`src/rtl/tlb_pkg.sv`:
```
package tlb_pkg;
  // reason a refill target was chosen
  typedef enum logic [1:0] {
    VIC_FREE  = 2'd0,  // an invalid slot was available
    VIC_COLD  = 2'd1,  // a valid slot with use bit 0
    VIC_SWEEP = 2'd2   // every slot hot: sweep use bits, take slot 0
  } vic_kind_e;
endpackage

```
`src/rtl/tlb_enc.sv`:
```
module tlb_enc #(
  parameter int unsigned N     = 4,
  parameter int unsigned IDX_W = (N > 1) ? $clog2(N) : 1
) (
  input  logic [N-1:0]     vec,
  output logic             any,
  output logic [IDX_W-1:0] idx
);
  // lowest set bit wins
  always_comb begin
    any = 1'b0;
    idx = '0;
    for (int i = N - 1; i >= 0; i--) begin
      if (vec[i]) begin
        any = 1'b1;
        idx = IDX_W'(i);
      end
    end
  end
endmodule

```
`src/rtl/tlb_match.sv`:
```
module tlb_match #(
  parameter int unsigned N     = 4,
  parameter int unsigned VPN_W = 20
) (
  input  logic [N*VPN_W-1:0] tags,
  input  logic [N-1:0]       valid,
  input  logic [VPN_W-1:0]   key,
  output logic [N-1:0]       match
);
  for (genvar g = 0; g < N; g++) begin : g_cmp
    assign match[g] = valid[g] && (tags[g*VPN_W +: VPN_W] == key);
  end
endmodule

```
`src/rtl/tlb_victim.sv`:
```
module tlb_victim
  import tlb_pkg::*;
#(
  parameter int unsigned N     = 4,
  parameter int unsigned IDX_W = (N > 1) ? $clog2(N) : 1
) (
  input  logic [N-1:0]     valid,
  input  logic [N-1:0]     use_bits,
  output logic [IDX_W-1:0] idx,
  output vic_kind_e        kind
);
  logic             free_any, cold_any;
  logic [IDX_W-1:0] free_idx, cold_idx;

  tlb_enc #(.N(N), .IDX_W(IDX_W)) u_free (
    .vec(~valid), .any(free_any), .idx(free_idx)
  );
  tlb_enc #(.N(N), .IDX_W(IDX_W)) u_cold (
    .vec(~use_bits), .any(cold_any), .idx(cold_idx)
  );

  always_comb begin
    if (free_any) begin
      idx  = free_idx;
      kind = VIC_FREE;
    end else if (cold_any) begin
      idx  = cold_idx;
      kind = VIC_COLD;
    end else begin
      idx  = '0;
      kind = VIC_SWEEP;
    end
  end
endmodule

```
`src/rtl/tlb_fa.sv`:
```
module tlb_fa
  import tlb_pkg::*;
#(
  parameter int unsigned VA_W   = 32,
  parameter int unsigned PA_W   = 32,
  parameter int unsigned OFFS_W = 12,
  parameter int unsigned N      = 4
) (
  input  logic                   clk,
  input  logic                   rst,
  input  logic                   lk_valid,
  input  logic [VA_W-1:0]        lk_va,
  input  logic                   lk_write,
  output logic                   lk_hit,
  output logic                   lk_miss,
  output logic [PA_W-1:0]        lk_pa,
  input  logic                   fill_en,
  input  logic [VA_W-OFFS_W-1:0] fill_vpn,
  input  logic [PA_W-OFFS_W-1:0] fill_ppn,
  input  logic                   flush,
  input  logic                   clr_use,
  output logic [N-1:0]           ent_valid,
  output logic [N-1:0]           ent_use,
  output logic [N-1:0]           ent_mod
);
  localparam int unsigned VPN_W = VA_W - OFFS_W;
  localparam int unsigned PPN_W = PA_W - OFFS_W;
  localparam int unsigned IDX_W = (N > 1) ? $clog2(N) : 1;

  // mapping storage (no reset; qualified by valid bits)
  logic [VPN_W-1:0] vpn_q [N];
  logic [PPN_W-1:0] ppn_q [N];
  logic [N-1:0]     valid_q, use_q, mod_q;
  logic [N-1:0]     valid_d, use_d, mod_d;
  logic [N*VPN_W-1:0] tag_flat;

  for (genvar g = 0; g < N; g++) begin : g_flat
    assign tag_flat[g*VPN_W +: VPN_W] = vpn_q[g];
  end

  // lookup path
  logic [N-1:0]     lk_match;
  logic             lk_any;
  logic [IDX_W-1:0] lk_idx;

  tlb_match #(.N(N), .VPN_W(VPN_W)) u_lk_match (
    .tags(tag_flat), .valid(valid_q), .key(lk_va[VA_W-1:OFFS_W]), .match(lk_match)
  );
  tlb_enc #(.N(N), .IDX_W(IDX_W)) u_lk_enc (
    .vec(lk_match), .any(lk_any), .idx(lk_idx)
  );

  assign lk_hit  = lk_valid && lk_any;
  assign lk_miss = lk_valid && !lk_any;
  assign lk_pa   = lk_hit ? {ppn_q[lk_idx], lk_va[OFFS_W-1:0]} : '0;

  // refill path: duplicate detection, then victim choice
  logic [N-1:0]     dup_match;
  logic             dup_any;
  logic [IDX_W-1:0] dup_idx;
  logic [IDX_W-1:0] vic_idx;
  vic_kind_e        vic_kind;
  logic [IDX_W-1:0] fill_idx;
  logic             sweep;

  tlb_match #(.N(N), .VPN_W(VPN_W)) u_dup_match (
    .tags(tag_flat), .valid(valid_q), .key(fill_vpn), .match(dup_match)
  );
  tlb_enc #(.N(N), .IDX_W(IDX_W)) u_dup_enc (
    .vec(dup_match), .any(dup_any), .idx(dup_idx)
  );
  tlb_victim #(.N(N), .IDX_W(IDX_W)) u_victim (
    .valid(valid_q), .use_bits(use_q), .idx(vic_idx), .kind(vic_kind)
  );

  assign fill_idx = dup_any ? dup_idx : vic_idx;
  assign sweep    = fill_en && !dup_any && (vic_kind == VIC_SWEEP);

  // status next state: clears, then hit updates, then refill, then flush
  always_comb begin
    valid_d = valid_q;
    use_d   = use_q;
    mod_d   = mod_q;
    if (clr_use || sweep) use_d = '0;
    if (lk_hit) begin
      if (!clr_use) use_d[lk_idx] = 1'b1;
      if (lk_write) mod_d[lk_idx] = 1'b1;
    end
    if (fill_en) begin
      valid_d[fill_idx] = 1'b1;
      use_d[fill_idx]   = 1'b0;
      mod_d[fill_idx]   = 1'b0;
    end
    if (flush) begin
      valid_d = '0;
      use_d   = '0;
      mod_d   = '0;
    end
  end

  always_ff @(posedge clk) begin
    if (rst) begin
      valid_q <= '0;
      use_q   <= '0;
      mod_q   <= '0;
    end else begin
      valid_q <= valid_d;
      use_q   <= use_d;
      mod_q   <= mod_d;
    end
  end

  always_ff @(posedge clk) begin
    if (fill_en && !flush && !rst) begin
      vpn_q[fill_idx] <= fill_vpn;
      ppn_q[fill_idx] <= fill_ppn;
    end
  end

  assign ent_valid = valid_q;
  assign ent_use   = use_q;
  assign ent_mod   = mod_q;

  // ---------------- assertions ----------------
  assert_single_match_R8: assert property (@(posedge clk) disable iff (rst)
    $onehot0(lk_match));

  assert_hit_valid_R1: assert property (@(posedge clk) disable iff (rst)
    lk_hit |-> ent_valid[lk_idx]);

  assert_flush_clears_R9: assert property (@(posedge clk) disable iff (rst)
    flush |=> (ent_valid == '0 && ent_use == '0 && ent_mod == '0));

  assert_clr_use_R10: assert property (@(posedge clk) disable iff (rst)
    clr_use |=> (ent_use == '0));

  for (genvar g = 0; g < N; g++) begin : g_chk
    assert_use_set_R3: assert property (@(posedge clk) disable iff (rst)
      (lk_hit && lk_idx == IDX_W'(g) && !clr_use && !flush &&
       !(fill_en && fill_idx == IDX_W'(g))) |=> ent_use[g]);

    assert_mod_set_R4: assert property (@(posedge clk) disable iff (rst)
      (lk_hit && lk_write && lk_idx == IDX_W'(g) && !flush &&
       !(fill_en && fill_idx == IDX_W'(g))) |=> ent_mod[g]);

    assert_fill_load_R5: assert property (@(posedge clk) disable iff (rst)
      (fill_en && !flush && fill_idx == IDX_W'(g)) |=>
        (ent_valid[g] && !ent_use[g] && !ent_mod[g]));
  end
endmodule

```
`config.mk`:
```
export PLATFORM = sky130hd
export DESIGN_NAME = tlb_fa
export DESIGN_NICKNAME = d
export VERILOG_FILES = /design/src/rtl/tlb_pkg.sv /design/src/rtl/tlb_enc.sv /design/src/rtl/tlb_match.sv /design/src/rtl/tlb_victim.sv /design/src/rtl/tlb_fa.sv
export SDC_FILE = /design/constraint.sdc
export NUM_CORES = 1
export LEC_CHECK = 0
export CAP_MARGIN = 20
export CORE_MARGIN = 5
export CORE_UTILIZATION = 53
export CTS_CLUSTER_SIZE = 16
export DETAILED_ROUTE_END_ITERATION = 8
export DONT_BUFFER_PORTS = 1
export HOLD_SLACK_MARGIN = 0.05
export PLACE_DENSITY = 0.69
export SLEW_MARGIN = 20
export SYNTH_ARGS = -nofsm -noshare
export SYNTH_HDL_FRONTEND = slang
export SYNTH_SLANG_ARGS = --single-unit
```
`constraint.sdc`:
```
create_clock -name clk -period 8.8 [get_ports clk]
set_clock_uncertainty 0.2 [all_clocks]
set_input_delay 2.2 -clock clk [delete_from_list [all_inputs] [get_ports clk]]
set_output_delay 2.2 -clock clk [all_outputs]
set_load 0.02 [all_outputs]
```
==> After elaboration in Yosys (flattened, before gate mapping) <==
Memory sizes are Yosys's and may differ from the RTL's.
Index checks and enable logic that the tools add are counted.
{ "classes": {"order_cmp": 4, "n_eq_ne": 9, "mux": 51, "n_bitwise": 8, "reduce_logical": 22} }
{ "op_table": {"columns": ["cell", "count"], "rows": [
  ["20-bit equality test", 8],
  ["2-bit 2-to-1 mux", 21],
  ["32-bit 2-to-1 mux", 1],
  ["4-bit 2-to-1 mux", 7],
  ["1-bit 2-to-1 mux", 20],
  ["1-bit logical AND", 16],
  ["4-bit NOT", 3],
  ["4-bit bitwise OR", 3],
  ["4-bit AND", 2],
  ["2-bit by 3-bit < comparator with 1-bit output, second input constant", 2],
  ["1-bit demux with 2-bit select", 2],
  ["2-bit by 1-bit >= comparator with 1-bit output, second input constant", 2],
  ["1-bit logical NOT", 4],
  ["2-bit equality test, second input constant", 1],
  ["2-bit OR reduction", 1],
  ["1-bit logical OR", 1]
]} }
{ "totals": {"register_bits": 12, "ramBits": 160, "inputBits": 79, "output_inout_bits": 46, "word_cells": 99, "memories": 2} }
{ "mem_list": {"columns": ["name", "depth", "word_bits", "read_ports", "rd_clocked_by_memory_dff", "write_ports", "line", "text"], "rows": [
  ["ppn_q", 4, 20, 1, 0, 1, "tlb_fa.sv:32", "logic [PPN_W-1:0] ppn_q [N];"],
  ["vpn_q", 4, 20, 4, 0, 1, "tlb_fa.sv:31", "logic [VPN_W-1:0] vpn_q [N];"]
]} }

==> Logic depth before layout (Yosys ltp) <==
Gate-level depths: netlist of the first run.
{ "logic_depth": {"ltp_word": 16, "ltp_mapped": 11, "mapped_depth_nobuf": 9} }

==> Cells and area by module <==
Synthesis of the first run repeated with hierarchy kept, for this count alone.
{ "hier_totals": {"hier_cells": 545, "area_unflattened_um2": 8096.5} }
{ "by_module_without_submodules": {"columns": ["module", "instances", "cells_per_inst", "area_each_um2", "seq_area_each_um2"], "rows": [
  ["tlb_fa", 1, 281, 6074.6, 5044.8],
  ["tlb_match", 2, 112, 910.9, 0.0],
  ["tlb_enc", 4, 7, 35.0, 0.0],
  ["tlb_victim", 1, 12, 60.1, 0.0]
]} }

==> Least setup slack after synthesis of the first run <==
No wires, ideal clock.
{ "synth_timing": {"path_type": "input port to output port", "startpoint": "input lk_va[21]", "endpoint": "output lk_pa[12]", "arrival_ns": 3.939, "path_slack_ns": 2.461, "path_stages": 9, "cell_sequence": "buf_4 > xnor2_2 > nand4_1 > nor4_2 > nand4_2 > nor3b_4 > buf_6 > a22oi_2 > o22ai_1"} }
{ "synth_between": {"elab_chain_cells": 8, "elab_cells_between_ends": 19} }
{ "synth_lines": {"columns": ["element", "line", "text"], "rows": [
  ["start, declared", "tlb_fa.sv:12", "input logic [VA_W-1:0] lk_va,"],
  ["20-bit equality test", "tlb_match.sv:11", "assign match[g] = valid[g] && (tags[g*VPN_W +: VPN_W] == key);"],
  ["1-bit logical AND", "tlb_match.sv:11", null],
  ["2-bit 2-to-1 mux / 1-bit 2-to-1 mux (equally long branches) (4 in series)", "tlb_enc.sv:14", "if (vec[i]) begin"],
  ["memory 4 x 20 bit / 1-bit logical AND (equally long branches)", null, null],
  ["32-bit 2-to-1 mux (*)", "tlb_fa.sv:55", "assign lk_pa = lk_hit ? {ppn_q[lk_idx], lk_va[OFFS_W-1:0]} : '0;"],
  ["end, declared", "tlb_fa.sv:16", "output logic [PA_W-1:0] lk_pa,"]
]} }
Every way passes the cells marked *; elsewhere a longest branch is shown, timed or not.

==> Worst setup path after layout of the first run <==
{ "layout_timing": {"startpoint": "input lk_va[27]", "endpoint": "output lk_pa[23]"} }
The elaborated chain is that of the path after synthesis.

==> impl_table.tex, run 1 <==
\begin{tabular}{lr}
\hline
Metric & Value \\
\hline
\multicolumn{2}{l}{\textbf{Timing}} \\
Number of setup violations in the final report & 0 \\
Period Utilization, post-route & 0.802 \\
Final max-slew violation count & 0 \\
Setup slack after layout & 1.74 ns \\
Summed negative setup slack over all endpoints & 0 ns \\
Final hold slack & 0.469 ns \\
RSZ-0062 raised after global routing & no \\
Worst-case headroom to the max-slew limit & 0.387 \\
Final Hold Violating Endpoints & 0 \\
Measured slew at the worst slew-check pin & 0.919 ns \\
Final critical-path required period & 7.06 ns \\
Max Fclk & 142 MHz \\
\multicolumn{2}{l}{\textbf{Worst setup path}} \\
Data required time of the worst path & 6.40 ns \\
Maximum net fanout on the critical path & 23 \\
Startpoint types & input port \\
Path depth of the worst reg2reg path & 9 \\
Crit path buf inv count & 1 \\
Crit path capture type & output pin \\
Data arrival, critical path & 4.66 ns \\
Worst path max stage delay & 0.88 ns \\
Register-to-register setup slack & 5.14 ns \\
Largest delay contributor family on the critical path & simple AND/OR/NAND/NOR gates \\
Cell with the biggest individual delay on the critical path & sky130\_fd\_sc\_hd\_\_and4\_1 \\
Critical Path, Cell by Cell & xnor2\_1, nand4\_1, nor4\_1, and4\_1, nor3b\_4, buf\_4, a22oi\_2, o22ai\_1 \\
Capture point of the worst reg-to-reg path & vpn\_q[3][15] \\
Critical setup path kind & input port to output pin \\
Source of the worst register-to-register timing path & vpn\_q[3][6] \\
\multicolumn{2}{l}{\textbf{Cells and area}} \\
Diode count & 0 \\
Filler-free cell count of the finished design & 800 \\
Most common cell after layout, fill and taps aside & sky130\_fd\_sc\_hd\_\_edfxtp\_1 \\
Area grow syn2layout & 8.41\% \\
Final design instance area without fill & 8900 µm² \\
Commonest non-fill, non-tap cells in the layout & sky130\_fd\_sc\_hd\_\_edfxtp\_1, sky130\_fd\_sc\_hd\_\_xnor2\_1, sky130\_fd\_sc\_hd\_\_xor2\_1 \\
Fraction of layout cells with a size suffix above 1 & 0.123 \\
Fin util & 0.586 \\
Net count of the finished layout & 678 \\
\multicolumn{2}{l}{\textbf{Yosys}} \\
Gate count of the mapped netlist & 608 \\
Average cell area after synthesis & 13.5 µm² \\
Mapped Area & 8210 µm² \\
Nets in the synthesized netlist & 687 \\
Count of state elements after synthesis & 172 \\
Post-synthesis async set-or-reset flop share & 0 \\
Sequential-to-total area share from yosys stat & 0.614 \\
Post-synth cell types & 46 \\
Ys Warns & 0 \\
Number of flops mapped to enable cells by yosys & 160 \\
Most common flop cell mapped by yosys & sky130\_fd\_sc\_hd\_\_edfxtp\_1 \\
\multicolumn{2}{l}{\textbf{Power and ir drop}} \\
Sequential share of power & 0.522 \\
Peak supply drop & 0.137 mV \\
Switch share & 0.215 \\
Power per standard cell area & 195 nW/µm² \\
Internal power & 1.36 mW \\
Combinational share of power & 0.037 \\
Static leakage power & 2.81 nW \\
Power share of the clock group & 0.441 \\
Net switching power & 0.373 mW \\
Pwr Total & 1.74 mW \\
\multicolumn{2}{l}{\textbf{Drt}} \\
Violation count after the first detailed-routing iteration & 501 \\
First-pass DRT Iterations & 5 \\
Average wire length per cell after detail routing & 24.7 µm \\
Vias/cell & 6.03 \\
Count of nets left with antenna violations after detail routing & 0 \\
DRC viols & 0 \\
DRT Wirelength & 19.7 mm \\
Routed via count & 4826 \\
\multicolumn{2}{l}{\textbf{Die}} \\
Number of core rows & 45 \\
I/O pins & 125 \\
Die ar. & 18100 µm² \\
Die outline height & 134 µm \\
Width of the die & 134 µm \\
Initial Util & 0.540 \\
Core outline area & 15200 µm² \\
\multicolumn{2}{l}{\textbf{Global route}} \\
Global-route wire length before repair & 29.6 mm \\
Number of antenna violations at the first check in global routing & 0 \\
Overflow left after global routing & 0 \\
Pin count of the biggest net entering global routing & 47 \\
Number of global-route vias before repair & 5017 \\
All-layer global routing usage & 0.220 \\
\multicolumn{2}{l}{\textbf{CTS}} \\
CTS clock-pin slew for the worst setup and hold paths & 0.07 ns \\
Sink Count & 172 \\
Cts bufs inserted & 17 \\
CTS tree & built \\
Max Buffers Root-to-Sink & 2 \\
Post-CTS setup-driven buffer insertion count & 0 \\
H-tree level count & 4 \\
Number of gates given a new drive strength after cts & 0 \\
Cell at the root of the clock tree & sky130\_fd\_sc\_hd\_\_clkbuf\_16 \\
Number of hold-repair buffers added at the cts stage & 0 \\
Clock insertion delay at the later pin of the skew report & 0.43 ns \\
\multicolumn{2}{l}{\textbf{Placed design}} \\
Input/output buffers & 0 \\
Cell area after placement & 8290 µm² \\
DP HPWL & 14.2 mm \\
Total placed cells including tap cells & 768 \\
Routability congestion estimate & 0.912 \\
Post-place setup slack & 1.66 ns \\
\multicolumn{2}{l}{\textbf{Min path}} \\
Start point of the worst min-delay path & ent\_valid[0] \\
Cells on Worst Hold Path & 2 \\
Worst Hold Path EP & ent\_valid[0] \\
Type of the worst min-delay path & register to register \\
\multicolumn{2}{l}{\textbf{Job}} \\
Max Cap Violations & 0 \\
\multicolumn{2}{l}{\textbf{Outcome}} \\
Status & finished, final reports clean \\
\hline
\end{tabular}
-- registers in the layout (all words and copies together), names as in the netlist --
signal	count
ent_use	4
ent_mod	4
ent_valid	4
ppn_q	80
vpn_q	80
-- kinds of logic (layout without fill, tap and decap cells) --
logic type      Yosys count  after routing  synth area share
flops                   172            172             0.614
compound gates           82             82            0.0797
xor+xnor                160            160             0.173
simple gates            131            131            0.0908
buf+inv                  63             67            0.0417
-- power by group through the flow --
stage          combinational, mW  clock (mW)  sequential, mW
2_1_floorplan             0.0572           0           0.923
3_3_place_gp              0.0642           0           0.923
3_5_place_dp              0.0641           0           0.924
4_1_cts                   0.0647       0.774           0.906
5_1_grt                   0.0696       0.814           0.906
6_report                  0.0650       0.764           0.906
-- routing by layer --
metal | vias up | track usage | part of all wire
met1 | 2380 | 0.288 | 0.42
li1 | 2224 | - | -
met4 | 0 | 0.0718 | 0.020
met3 | 26 | 0.0738 | 0.094
met2 | 196 | 0.350 | 0.47
met5 | - | 0 | 0
-- worst min-delay path, cell delays in order (launching register included) --
cell                      delay, ns
sky130_fd_sc_hd__dfxtp_1       0.46
sky130_fd_sc_hd__inv_1         0.10
sky130_fd_sc_hd__a21oi_1       0.06
-- worst max path at each step --
stage	from	to	slack (ns)	depth (start not counted)
2_1_floorplan	lk_va[21]	lk_pa[12]	2.46	9
3_3_place_gp	lk_va[27]	lk_pa[20]	1.74	8
3_5_place_dp	lk_va[27]	lk_pa[23]	1.66	8
4_1_cts	lk_va[27]	lk_pa[23]	1.65	8
5_1_grt	lk_va[27]	lk_pa[29]	1.51	8
6_report	lk_va[27]	lk_pa[23]	1.74	8
-- Yosys cell counts, types with 10 or more instances --
master | instances | share of area
sky130_fd_sc_hd__a22oi_2 | 20 | 0.030
sky130_fd_sc_hd__a31oi_1 | 23 | 0.018
sky130_fd_sc_hd__and3_1 | 17 | 0.013
sky130_fd_sc_hd__buf_2 | 11 | 0.0067
sky130_fd_sc_hd__clkbuf_1 | 10 | 0.0046
sky130_fd_sc_hd__dfxtp_1 | 12 | 0.029
sky130_fd_sc_hd__edfxtp_1 | 160 | 0.59
sky130_fd_sc_hd__inv_1 | 27 | 0.012
sky130_fd_sc_hd__nand3_1 | 12 | 0.0073
sky130_fd_sc_hd__nand4_1 | 29 | 0.022
sky130_fd_sc_hd__nor2_1 | 30 | 0.014
sky130_fd_sc_hd__nor4_1 | 16 | 0.012
sky130_fd_sc_hd__o22ai_1 | 20 | 0.015
sky130_fd_sc_hd__xnor2_1 | 110 | 0.12
sky130_fd_sc_hd__xor2_1 | 47 | 0.050
-- final cells by class --
class,instances,area [µm²]
Multi-Input combinational cell,373,2860
Sequential cell,172,5040
Inverter,28,105
Timing Repair Buffer,7,52.6
Fill cell,1182,6300
Clock buffer,17,425
Clock inverter,15,183
Tap cell,188,235
Note: power is estimated with default switching activity, not from simulation.
==> run 2: changes to the inputs <==
--- a/config.mk
+++ b/config.mk
@@ -12,7 +12,7 @@
 export DETAILED_ROUTE_END_ITERATION = 8
 export DONT_BUFFER_PORTS = 1
 export HOLD_SLACK_MARGIN = 0.05
-export PLACE_DENSITY = 0.69
+export PLACE_DENSITY = 0.72
 export SLEW_MARGIN = 20
 export SYNTH_ARGS = -nofsm -noshare
 export SYNTH_HDL_FRONTEND = slang
==> constraint.sdc (replaced) <==
create_clock -name clk -period 5.85 [get_ports clk]
set_clock_uncertainty 0.2 [all_clocks]
set_input_delay 1.4625 -clock clk [delete_from_list [all_inputs] [get_ports clk]]
set_output_delay 1.4625 -clock clk [all_outputs]
set_load 0.02 [all_outputs]
==> run 2 against run 1 <==
  * Clock power up 43%
  * Combinational power up 54%
  * Die area is the same
  * Critical path depth increased by 1
  * First-iteration DRC count fell by 7.4%
  * Final cell count is 2.9% higher
  * Non-clock buffer count increased by 24
  * Largest power group unchanged
  * Highest routed layer unchanged
==> impl_table.tex, run 2 (synthesis gave the netlist of run 1 again) <==
\begin{tabular}{lr}
\hline
Metric & Value \\
\hline
\multicolumn{2}{l}{\textbf{Power and ir drop}} \\
Sequential share of power & 0.535 \\
Pwr Total & 2.55 mW \\
Power share of the clock group & 0.426 \\
Power per standard cell area & 281 nW/µm² \\
Net switching power & 0.552 mW \\
Internal power & 2.00 mW \\
Peak supply drop & 0.207 mV \\
Static leakage power & 2.91 nW \\
Combinational share of power & 0.039 \\
Switch share & 0.217 \\
\multicolumn{2}{l}{\textbf{Die}} \\
I/O pins & 125 \\
Width of the die & 134 µm \\
Core outline area & 15200 µm² \\
Die outline height & 134 µm \\
Number of core rows & 45 \\
Initial Util & 0.540 \\
Die ar. & 18100 µm² \\
\multicolumn{2}{l}{\textbf{Timing}} \\
Worst-case headroom to the max-slew limit & 0.438 \\
Max Fclk & 178 MHz \\
Number of setup violations in the final report & 0 \\
Summed negative setup slack over all endpoints & 0 ns \\
Measured slew at the worst slew-check pin & 0.842 ns \\
RSZ-0062 raised after global routing & no \\
Final max-slew violation count & 0 \\
Final critical-path required period & 5.61 ns \\
Period Utilization, post-route & 0.958 \\
Final Hold Violating Endpoints & 0 \\
\multicolumn{2}{l}{\textbf{Drt}} \\
Count of nets left with antenna violations after detail routing & 0 \\
Violation count after the first detailed-routing iteration & 464 \\
DRC viols & 0 \\
First-pass DRT Iterations & 7 \\
Routed via count & 5028 \\
Vias/cell & 6.11 \\
Average wire length per cell after detail routing & 24.8 µm \\
DRT Wirelength & 20.4 mm \\
\multicolumn{2}{l}{\textbf{Global route}} \\
Global-route wire length before repair & 30.7 mm \\
All-layer global routing usage & 0.229 \\
Pin count of the biggest net entering global routing & 33 \\
Number of global-route vias before repair & 5068 \\
Overflow left after global routing & 0 \\
Number of antenna violations at the first check in global routing & 0 \\
\multicolumn{2}{l}{\textbf{Cells and area}} \\
Net count of the finished layout & 702 \\
Diode count & 0 \\
Area grow syn2layout & 10.3\% \\
Commonest non-fill, non-tap cells in the layout & sky130\_fd\_sc\_hd\_\_edfxtp\_1, sky130\_fd\_sc\_hd\_\_xnor2\_1, sky130\_fd\_sc\_hd\_\_xor2\_1 \\
Registers with the most flip-flops & ppn\_q (80), vpn\_q (80) \\
Fraction of layout cells with a size suffix above 1 & 0.154 \\
Fin util & 0.596 \\
Final design instance area without fill & 9060 µm² \\
Most common cell after layout, fill and taps aside & sky130\_fd\_sc\_hd\_\_edfxtp\_1 \\
\multicolumn{2}{l}{\textbf{CTS}} \\
Max Buffers Root-to-Sink & 2 \\
CTS tree & built \\
Cts bufs inserted & 17 \\
Post-CTS setup-driven buffer insertion count & 0 \\
H-tree level count & 4 \\
Number of hold-repair buffers added at the cts stage & 0 \\
Sink Count & 172 \\
Clock insertion delay at the later pin of the skew report & 0.43 ns \\
Cell at the root of the clock tree & sky130\_fd\_sc\_hd\_\_clkbuf\_16 \\
Number of gates given a new drive strength after cts & 0 \\
CTS clock-pin slew for the worst setup and hold paths & 0.06 ns \\
\multicolumn{2}{l}{\textbf{Worst setup path}} \\
Crit path capture type & output pin \\
Data arrival, critical path & 3.94 ns \\
Data required time of the worst path & 4.19 ns \\
Register-to-register setup slack & 2.36 ns \\
Critical setup path kind & input port to output pin \\
Maximum net fanout on the critical path & 12 \\
Startpoint types & input port \\
\multicolumn{2}{l}{\textbf{Placed design}} \\
Cell area after placement & 8500 µm² \\
Input/output buffers & 0 \\
Routability congestion estimate & 0.919 \\
DP HPWL & 14.4 mm \\
\multicolumn{2}{l}{\textbf{Job}} \\
Max Cap Violations & 0 \\
\multicolumn{2}{l}{\textbf{Min path}} \\
Type of the worst min-delay path & register to register \\
\multicolumn{2}{l}{\textbf{Outcome}} \\
Status & finished, final reports clean \\
\hline
\end{tabular}
==> run 2: power groups by stage <==
stage                     sequential, mW  combinational, mW  clock (mW)
after floorplan                     1.39             0.0861           0
after global placement              1.39             0.0980           0
after detailed placement            1.39             0.0975           0
after CTS                           1.36             0.0990        1.10
after global routing                1.36              0.107        1.16
final                               1.36              0.100        1.09
==> run 2: worst paths after layout <==
kind | start | end | cells past startpoint
worst max-delay path | lk_va[21] | lk_pa[19] | 9
worst min-delay path | ent_mod[3] | ent_mod[3] | 2
worst max register to register | vpn_q[0][0] | vpn_q[2][0] | 9
worst min register to register | ent_mod[3] | ent_mod[3] | 2
==> run 2: critical path, cell delays in order <==
cell and delay [ns]:
sky130_fd_sc_hd__xnor2_1 0.29, sky130_fd_sc_hd__nand4_1 0.13, sky130_fd_sc_hd__nor4_1 0.33, sky130_fd_sc_hd__nand4_1 0.24
sky130_fd_sc_hd__nor2_2 0.66, sky130_fd_sc_hd__buf_4 0.37, sky130_fd_sc_hd__a22oi_2 0.07, sky130_fd_sc_hd__o22ai_1 0.18
sky130_fd_sc_hd__buf_4 0.19
==> run 2: final cells by class <==
cell class | instances | area [µm²]
fillers | 1196 | 6140
flip-flops and latches | 172 | 5040
well taps | 188 | 235
clock inverters | 14 | 136
repair buffers | 31 | 258
clock buffers | 17 | 425
inverters | 28 | 105
multi-input cells | 373 | 2860
==> run 2: stage by stage <==
stage	hold slack (ns)	setup WS [ns]	std cells
global placement	0.456	0.248	792
CTS	0.465	0.226	823
floorplan	0.366	0.922	608
finish	0.463	0.243	823
detailed placement	0.453	0.253	792
global route	0.503	0.0205	823
==> run 2: routing by layer <==
| metal | global-route usage | vias up | share of wire |
|---|---|---|---|
| li1 | - | 2265 | - |
| met1 | 0.308 | 2500 | 0.41 |
| met2 | 0.359 | 238 | 0.47 |
| met3 | 0.0753 | 25 | 0.097 |
| met4 | 0.0673 | 0 | 0.016 |
| met5 | 0 | - | 0 |
==> run 3: changes to the inputs <==
--- a/config.mk
+++ b/config.mk
@@ -5,7 +5,7 @@
 export SDC_FILE = /design/constraint.sdc
 export NUM_CORES = 1
 export LEC_CHECK = 0
-export CAP_MARGIN = 20
+export CAP_MARGIN = 5
 export CORE_MARGIN = 5
 export CORE_UTILIZATION = 53
 export CTS_CLUSTER_SIZE = 16
==> results of run 3 <==
The final DEF is identical to that of run 2; final timing and power are the same.
